## config.mk

```make
export PLATFORM = sky130hd
export DESIGN_NAME = frac_clk_div
export DESIGN_NICKNAME = d
export VERILOG_FILES = /design/src/rtl/fdiv_pkg.sv /design/src/rtl/fdiv_gate.sv /design/src/rtl/fdiv_accum.sv /design/src/rtl/fdiv_toggle.sv /design/src/rtl/frac_clk_div.sv
export SDC_FILE = /design/constraint.sdc
export NUM_CORES = 1
export LEC_CHECK = 0
export ABC_CLOCK_PERIOD_IN_PS = 4900
export BUFFER_PORTS_ARGS = -buffer_cell sky130_fd_sc_hd__buf_2
export CAP_MARGIN = 20
export CORE_UTILIZATION = 53
export DETAILED_ROUTE_END_ITERATION = 8
export GPL_TIMING_DRIVEN = 0
export HOLD_SLACK_MARGIN = 0.06
export PLACE_DENSITY = 0.74
export SLEW_MARGIN = 10
export SYNTH_ARGS = -nofsm -noshare
export SYNTH_HDL_FRONTEND = slang
export SYNTH_HIERARCHICAL = 1
export SYNTH_SLANG_ARGS = --single-unit
export TNS_END_PERCENT = 5
```

## constraint.sdc

```tcl
create_clock -name clk_i -period 4.9 [get_ports clk_i]
set_input_delay 1.225 -clock clk_i [delete_from_list [all_inputs] [get_ports clk_i]]
set_output_delay 1.225 -clock clk_i [all_outputs]
set_load 0.02 [all_outputs]
```

## src/rtl/fdiv_pkg.sv

```systemverilog
package fdiv_pkg;
   localparam int DEF_INT_W  = 8;
   localparam int DEF_FRAC_W = 8;

   typedef struct packed {
      logic legal;
      logic count;
   } fdiv_gate_t;
endpackage

```

## src/rtl/fdiv_gate.sv

```systemverilog
module fdiv_gate #(
   parameter int INT_W  = fdiv_pkg::DEF_INT_W,
   parameter int FRAC_W = fdiv_pkg::DEF_FRAC_W,
   localparam int RW    = INT_W + FRAC_W
) (
   input  logic              en_i,
   input  logic [RW-1:0]     ratio_i,
   output fdiv_pkg::fdiv_gate_t gate_o
);
   logic legal;

   // a ratio is usable only when its integer field is non-zero
   assign legal        = |ratio_i[RW-1:FRAC_W];
   assign gate_o.legal = legal;
   assign gate_o.count = en_i & legal;
endmodule

```

## src/rtl/fdiv_accum.sv

```systemverilog
module fdiv_accum #(
   parameter int INT_W  = fdiv_pkg::DEF_INT_W,
   parameter int FRAC_W = fdiv_pkg::DEF_FRAC_W,
   localparam int RW    = INT_W + FRAC_W,
   localparam int CNT_W = RW + 1
) (
   input  logic             clk_i,
   input  logic             rst_i,
   input  logic             count_i,
   input  logic [RW-1:0]    ratio_i,
   output logic [CNT_W-1:0] cnt_o,
   output logic             reload_o
);
   localparam logic [CNT_W-1:0] ONE = CNT_W'(1) << FRAC_W;

   logic [CNT_W-1:0] cnt_q;
   logic [CNT_W-1:0] reload_val;
   logic             below_two;

   // one more decrement would leave less than 1.0
   assign below_two = (cnt_q[CNT_W-1:FRAC_W+1] == '0);
   assign reload_o  = count_i & below_two;

   generate
      if (FRAC_W > 0) begin : g_frac
         // leftover fraction carried into the next half-period
         assign reload_val = {{(INT_W+1){1'b0}}, cnt_q[FRAC_W-1:0]} + {1'b0, ratio_i};
      end else begin : g_int
         assign reload_val = {1'b0, ratio_i};
      end
   endgenerate

   always_ff @(posedge clk_i) begin
      if (rst_i) begin
         cnt_q <= {1'b0, ratio_i};
      end else if (count_i) begin
         cnt_q <= below_two ? reload_val : cnt_q - ONE;
      end
   end

   assign cnt_o = cnt_q;
endmodule

```

## src/rtl/fdiv_toggle.sv

```systemverilog
module fdiv_toggle (
   input  logic clk_i,
   input  logic rst_i,
   input  logic legal_i,
   input  logic reload_i,
   output logic out_o,
   output logic pulse_o
);
   logic out_q;
   logic pulse_q;

   always_ff @(posedge clk_i) begin
      if (rst_i || !legal_i) begin
         out_q   <= 1'b0;
         pulse_q <= 1'b0;
      end else begin
         pulse_q <= reload_i;
         if (reload_i) out_q <= ~out_q;
      end
   end

   assign out_o   = out_q;
   assign pulse_o = pulse_q;
endmodule

```

## src/rtl/frac_clk_div.sv

```systemverilog
module frac_clk_div #(
   parameter int INT_W  = fdiv_pkg::DEF_INT_W,
   parameter int FRAC_W = fdiv_pkg::DEF_FRAC_W,
   localparam int RW    = INT_W + FRAC_W,
   localparam int CNT_W = RW + 1
) (
   input  logic          clk_i,
   input  logic          rst_i,
   input  logic          en_i,
   input  logic [RW-1:0] ratio_i,
   output logic          clk_o,
   output logic          reload_pulse_o
);
   generate
      if (INT_W < 1) begin : g_bad_int
         $error("frac_clk_div: INT_W must be at least 1");
      end
      if (FRAC_W < 0) begin : g_bad_frac
         $error("frac_clk_div: FRAC_W must not be negative");
      end
   endgenerate

   fdiv_pkg::fdiv_gate_t gate;
   logic [CNT_W-1:0]     cnt_w;
   logic                 reload;

   fdiv_gate #(.INT_W(INT_W), .FRAC_W(FRAC_W)) u_gate (
      .en_i    (en_i),
      .ratio_i (ratio_i),
      .gate_o  (gate)
   );

   fdiv_accum #(.INT_W(INT_W), .FRAC_W(FRAC_W)) u_accum (
      .clk_i    (clk_i),
      .rst_i    (rst_i),
      .count_i  (gate.count),
      .ratio_i  (ratio_i),
      .cnt_o    (cnt_w),
      .reload_o (reload)
   );

   fdiv_toggle u_toggle (
      .clk_i    (clk_i),
      .rst_i    (rst_i),
      .legal_i  (gate.legal),
      .reload_i (reload),
      .out_o    (clk_o),
      .pulse_o  (reload_pulse_o)
   );
endmodule

```

# == After elaboration in Yosys (flattened, before gate mapping) ==
# Index checks and enable logic that the tools add are counted.
# classes
reduce_logical,5
div,0
n_mux,3
n_eq_ne,0
multipliers,0
shift,0
addsub,2
magnitude_cmp,0
n_bitwise,3
# op_table
operator,count
2-to-1 mux 16 bit,2
adder 8 x 16 -> 17 bit,1
2-to-1 mux 17 bit,1
subtractor 17 x 9 -> 17 bit (second input constant),1
logical NOT 8 bit,1
OR reduction 8 bit,1
AND 1 bit,2
nonzero test 2 bit,1
logical NOT 1 bit,1
logical OR 1 bit,1
inverter 1 bit,1
# word_totals
regBits,19
mem_bits_ro,0
ram_bits,0
inputBits,19
output_inout_bits,2
n_memories,0
elab_cells,17
latch_bits,0

# == Longest topological paths before layout ==
# logic_depth
ltp_word,4
depth_mapped,9
depth_no_buf,9

# == Cells and area by module ==
# Netlist, hierarchy kept.
# by_module_without_submodules
mod,n_inst,area_each_um2,cells_per_inst,seq_area_each_um2
fdiv_accum,1,1438.9,155,500.5
fdiv_toggle,1,71.3,5,40.0
fdiv_gate,1,31.3,5,0.0

# == Worst setup path before layout ==
# No wires, ideal clock.
# synth_timing
path_type,input to register
start,in ratio_i[0]
end,"reg u_accum.cnt_q[10] (netlist: u_accum/cnt_o[10]), data pin"
setup_time_ps,264
setup_slack_ps,1913
required_time_ps,4636
path_stages,9
n_path_buf,0
arrival_ps,2724
path_cell_list,ha_1 > inv_1 > fa_1 > nor2b_4 > o2111ai_1 > nand2_1 > a221o_2 > a311oi_1 > nor4_1
# synth_between
elab_chain_cells,4
# synth_rtl
element,line_no,text
"start, declared",frac_clk_div.sv:10,"input logic [RW-1:0] ratio_i,"
adder 8 x 16 -> 17 bit,fdiv_accum.sv:27,"assign reload_val = {{(INT_W+1){1'b0}}, cnt_q[FRAC_W-1:0]} + {1'b0, ratio_i};"
2-to-1 mux 17 bit,fdiv_accum.sv:37,cnt_q <= below_two ? reload_val : cnt_q - ONE;
2-to-1 mux 16 bit,fdiv_accum.sv:36,end else if (count_i) begin
2-to-1 mux 16 bit,fdiv_accum.sv:34,if (rst_i) begin
"end signal, assigned",fdiv_accum.sv:35,"cnt_q <= {1'b0, ratio_i};"
"end signal, assigned",fdiv_accum.sv:37,
"end, declared",fdiv_accum.sv:16,logic [CNT_W-1:0] cnt_q;
# No other way between the ends. The select of a mux whose other input is x is not followed.
# A chain may end at the register's enable or synchronous reset.

# == Worst setup path after layout ==
# layout_timing
start,in ratio_i[0]
end,"reg u_accum.cnt_q[14] (netlist: u_accum/cnt_o[14]), data pin"
# Same word-level chain as after synthesis.

==> results.txt <==
Max Root-Sink Buffers: 2
largest net degree at the start of global routing: 12
FP Rows: 19
Post-Synth XOR/XNOR Area: 5.682%
Final Skew: 1.261 ps
post-synthesis adder-cell area fraction: 8.604%
vias in the first global route: 1,459
FMAX: 334.2 MHz
P_leak: 0.7130 nW
GRT Util Overall: 26.56%
worst-margin pin slew: 497.2 ps
Yosys reg bits: 19
mapped cell area: 0.001541 sq mm
FF-to-FF End: u_accum/cnt_o[14]
Routed WL: 3.724 mm
Placed Area: 0.001680 sq mm
Setup crit start kind: input pin
Arr. time, crit path: 3120 ps
hold_sp: u_accum/cnt_o[16]
Simple-Gate Fraction of Synth Area: 23.62%
Tmin final: 2992 ps
DRC marker count from the first detailed-route iteration: 72
CP bufs+invs: 2
mux share of post-synthesis cell area: 0.6494%
Avg WL per Cell: 16.93 um
crit-path cells: buf_2, ha_1, inv_1, fa_1, nor2b_4, o2111ai_1, nand2_1, a221o_2, and4_1, nor4_1
share of post-route cells with drive strength above 1: 21.16%
port buffer count: 20
synth top area cells: edfxtp_1 (31%), ha_1 (7.3%), dfxtp_1 (3.9%)
Final Cycle Share: 61.06%
ANT nets after route: 0
slowest CP cell: a221o_2
CP Capture Type: flop
Synth cell types: 57
hold path endpoint: u_accum/cnt_o[16]
met1 wire length: 1.637 mm
worst reg2reg startpoint: u_accum/cnt_o[0]
total of max-cap violations: 0
DP HPWL: 2.846 mm
syn nets: 194
area leader, netlist: edfxtp_1
Final nets: 219
Slew Limit Fails: 0
area of the core: 0.002758 sq mm
Critical Path RT: 5030 ps
Hold Violations, Final: 0
routed vias: 1,372
Reg2Reg Depth: 9
first-pass GRT wire length: 6.568 mm
Synth Warn #: 6
crit path kind: in -> reg
post-synthesis sequential area ratio: 35.06%
CTS root buffer: clkbuf_4
setup slack, reg-to-reg: 2560 ps
clock-pin slew on the worst setup and hold paths: 110 ps
fin area: 0.001708 sq mm
DR pass1 iterations: 4
Post-CTS Hold Fix Bufs: 0
Die W: 55.93 um
GPL Wtd Cong: 0.9161
total gr overflow: 0
CP delay by family, top: simple AND/OR/NAND/NOR gates
uppermost layer routed: met4
Synth Area in Compound Gates: 22.16%
Hold Path Depth: 2
CTS tree: done
starting density of the core: 55.90%
status: complete, no violations
setup TNS: 0 ps
Die H: 55.93 um
Met2 Wirelength: 1.938 mm
Filler cells: 260
HP Class: reg -> reg
Layout Area Growth over Synthesis: 10.80%
largest family of logic cells by synthesized area: simple AND/OR/NAND/NOR gates
Post-Syn Instances: 165
post-CTS sizing: 0
post-synth top area share: 31.17%
final-report setup violation count: 0
Max stage delay on crit path: 440 ps
htree depth: 1
antenna violations before repair: 0
die area: 0.003128 sq mm
CP Max Fanout: 9
Clock Sinks: 19
IO Count: 21
Post-Syn Area per Cell: 9.342 sq um
detailed-route DRC error count: 0
Num CTS Buffers: 3
ant diodes: 0
Max VDD drop: 178.9 uV
PD cells: 229.7 mW/mm^2
unrepaired setup endpoints after global routing: false
Max-slew headroom: 66.85%
post-CTS setup buffers: 0
WL met3: 112 um
vias per cell: 6.236
clk_lat worst skew: 300 ps
==> stage by stage <==
stage | setup WS, ps | std cells | total power, mW | hold slack, ps | utilization [%]
CTS | 1940 | 220 | 0.3963 | 591.5 | 61.93
global placement | 1626 | 216 | 0.3094 | 545.2 | 60.93
global route | 1777 | 220 | 0.4182 | 635.3 | 61.93
floorplan | 1913 | 165 | 0.2807 | 524.6 | -
finish | 1908 | 220 | 0.3924 | 581.0 | 61.93
detailed placement | 1627 | 216 | 0.3136 | 573.2 | 60.93
==> registers in the layout, summed over array words and instances, names as in the netlist <==
register	flops
u_toggle/out_o	1
u_accum/cnt_o	17
u_toggle/pulse_o	1
==> worst register-to-register path, stage by stage, from the launching register on <==
cell and delay, ps:
edfxtp_1 380, ha_1 200, inv_1 70, fa_1 230, nor2b_4 60, o2111ai_1 190
nand2_1 120, a221o_2 440, and4_1 230, nor4_1 240
==> logic make-up after synthesis <==
logic type,Yosys count
mux,1
compound gates,48
xor+xnor,10
flops,19
buf+inv,13
fa+ha+maj,10
simple gates,64
==> synth_stat cells (all sizes together) <==
cell	instances
xor2	4
or2	4
nor3b	2
and3	5
ha	9
a311oi	3
a41oi	2
o31ai	3
and4	3
o22a	3
a221o	1
xnor2	6
clkbuf	3
a31o	1
nor2b	3
a22oi	1
o211a	1
a21boi	1
nor2	11
dfxtp	3
a2bb2oi	2
buf	4
o2111ai	1
and2	2
nand2b	3
a31oi	3
o32ai	1
and3b	1
o22ai	1
nor3	5
nand4	2
mux2i	1
fa	1
inv	6
a21o	4
o21ai	11
edfxtp	16
a21oi	6
a211oi	1
o41ai	1
nand2	16
o2bb2ai	1
nor4	5
nand3	2
==> metal layers <==
layer	vias up	GRT usage (%)
met4	0	9.059
met3	6	2.791
met5	-	0
li1	678	-
met2	33	47.85
met1	655	33.08
==> layout make-up <==
class,instances,area (sq um),share of cell area [%]
Inverter,6,22.52,1.319
Tap cell,31,38.79,2.271
Timing Repair Buffer,20,100.1,5.861
Multi-Input combinational cell,133,935.9,54.80
Buffer,7,42.54,2.491
Clock inverter,1,5.005,0.2930
Sequential cell,19,540.5,31.65
Clock buffer,3,22.52,1.319
==> worst max-delay path by stage <==
stage,end,startpoint,cells after the start
floorplan,u_accum/cnt_o[10],ratio_i[0],9
detailed placement,u_accum/cnt_o[14],ratio_i[0],10
global route,u_accum/cnt_o[14],ratio_i[0],10
finish,u_accum/cnt_o[14],ratio_i[0],10
global placement,u_accum/cnt_o[14],ratio_i[0],10
CTS,u_accum/cnt_o[14],ratio_i[0],10
==> placed cells by master, fill, tap and decap left out, types with 2 or more instances in the layout <==
cell type / synthesis / routed
buf_4: 2 / 2
o21ai_0: 5 / 5
nor2b_1: 2 / 2
nor4_1: 4 / 4
inv_1: 5 / 5
xnor2_1: 6 / 6
nor2_1: 11 / 11
a41oi_1: 2 / 2
o31ai_1: 3 / 3
o21ai_1: 6 / 6
a31oi_1: 3 / 3
and3_1: 4 / 4
a2bb2oi_1: 2 / 2
dfxtp_1: 3 / 3
or2_1: 3 / 3
clkbuf_4: 0 / 3
edfxtp_1: 16 / 16
a311oi_1: 3 / 3
nor3_1: 5 / 5
nand4_1: 2 / 2
clkbuf_1: 3 / 3
buf_2: 1 / 21
nand3_1: 2 / 2
o22a_1: 3 / 3
xor2_1: 4 / 4
nand2_1: 16 / 16
a21o_1: 4 / 4
ha_1: 9 / 9
a21oi_1: 5 / 5
nand2b_1: 3 / 3
==> where the power goes <==
part	switching (mW)	internal, mW	total [mW]
sequential	0.0109	0.191	0.202
clock	0.0505	0.0304	0.0808
combinational	0.0616	0.0483	0.110
total	0.123	0.269	0.392
(Power assumes the default switching activity.)
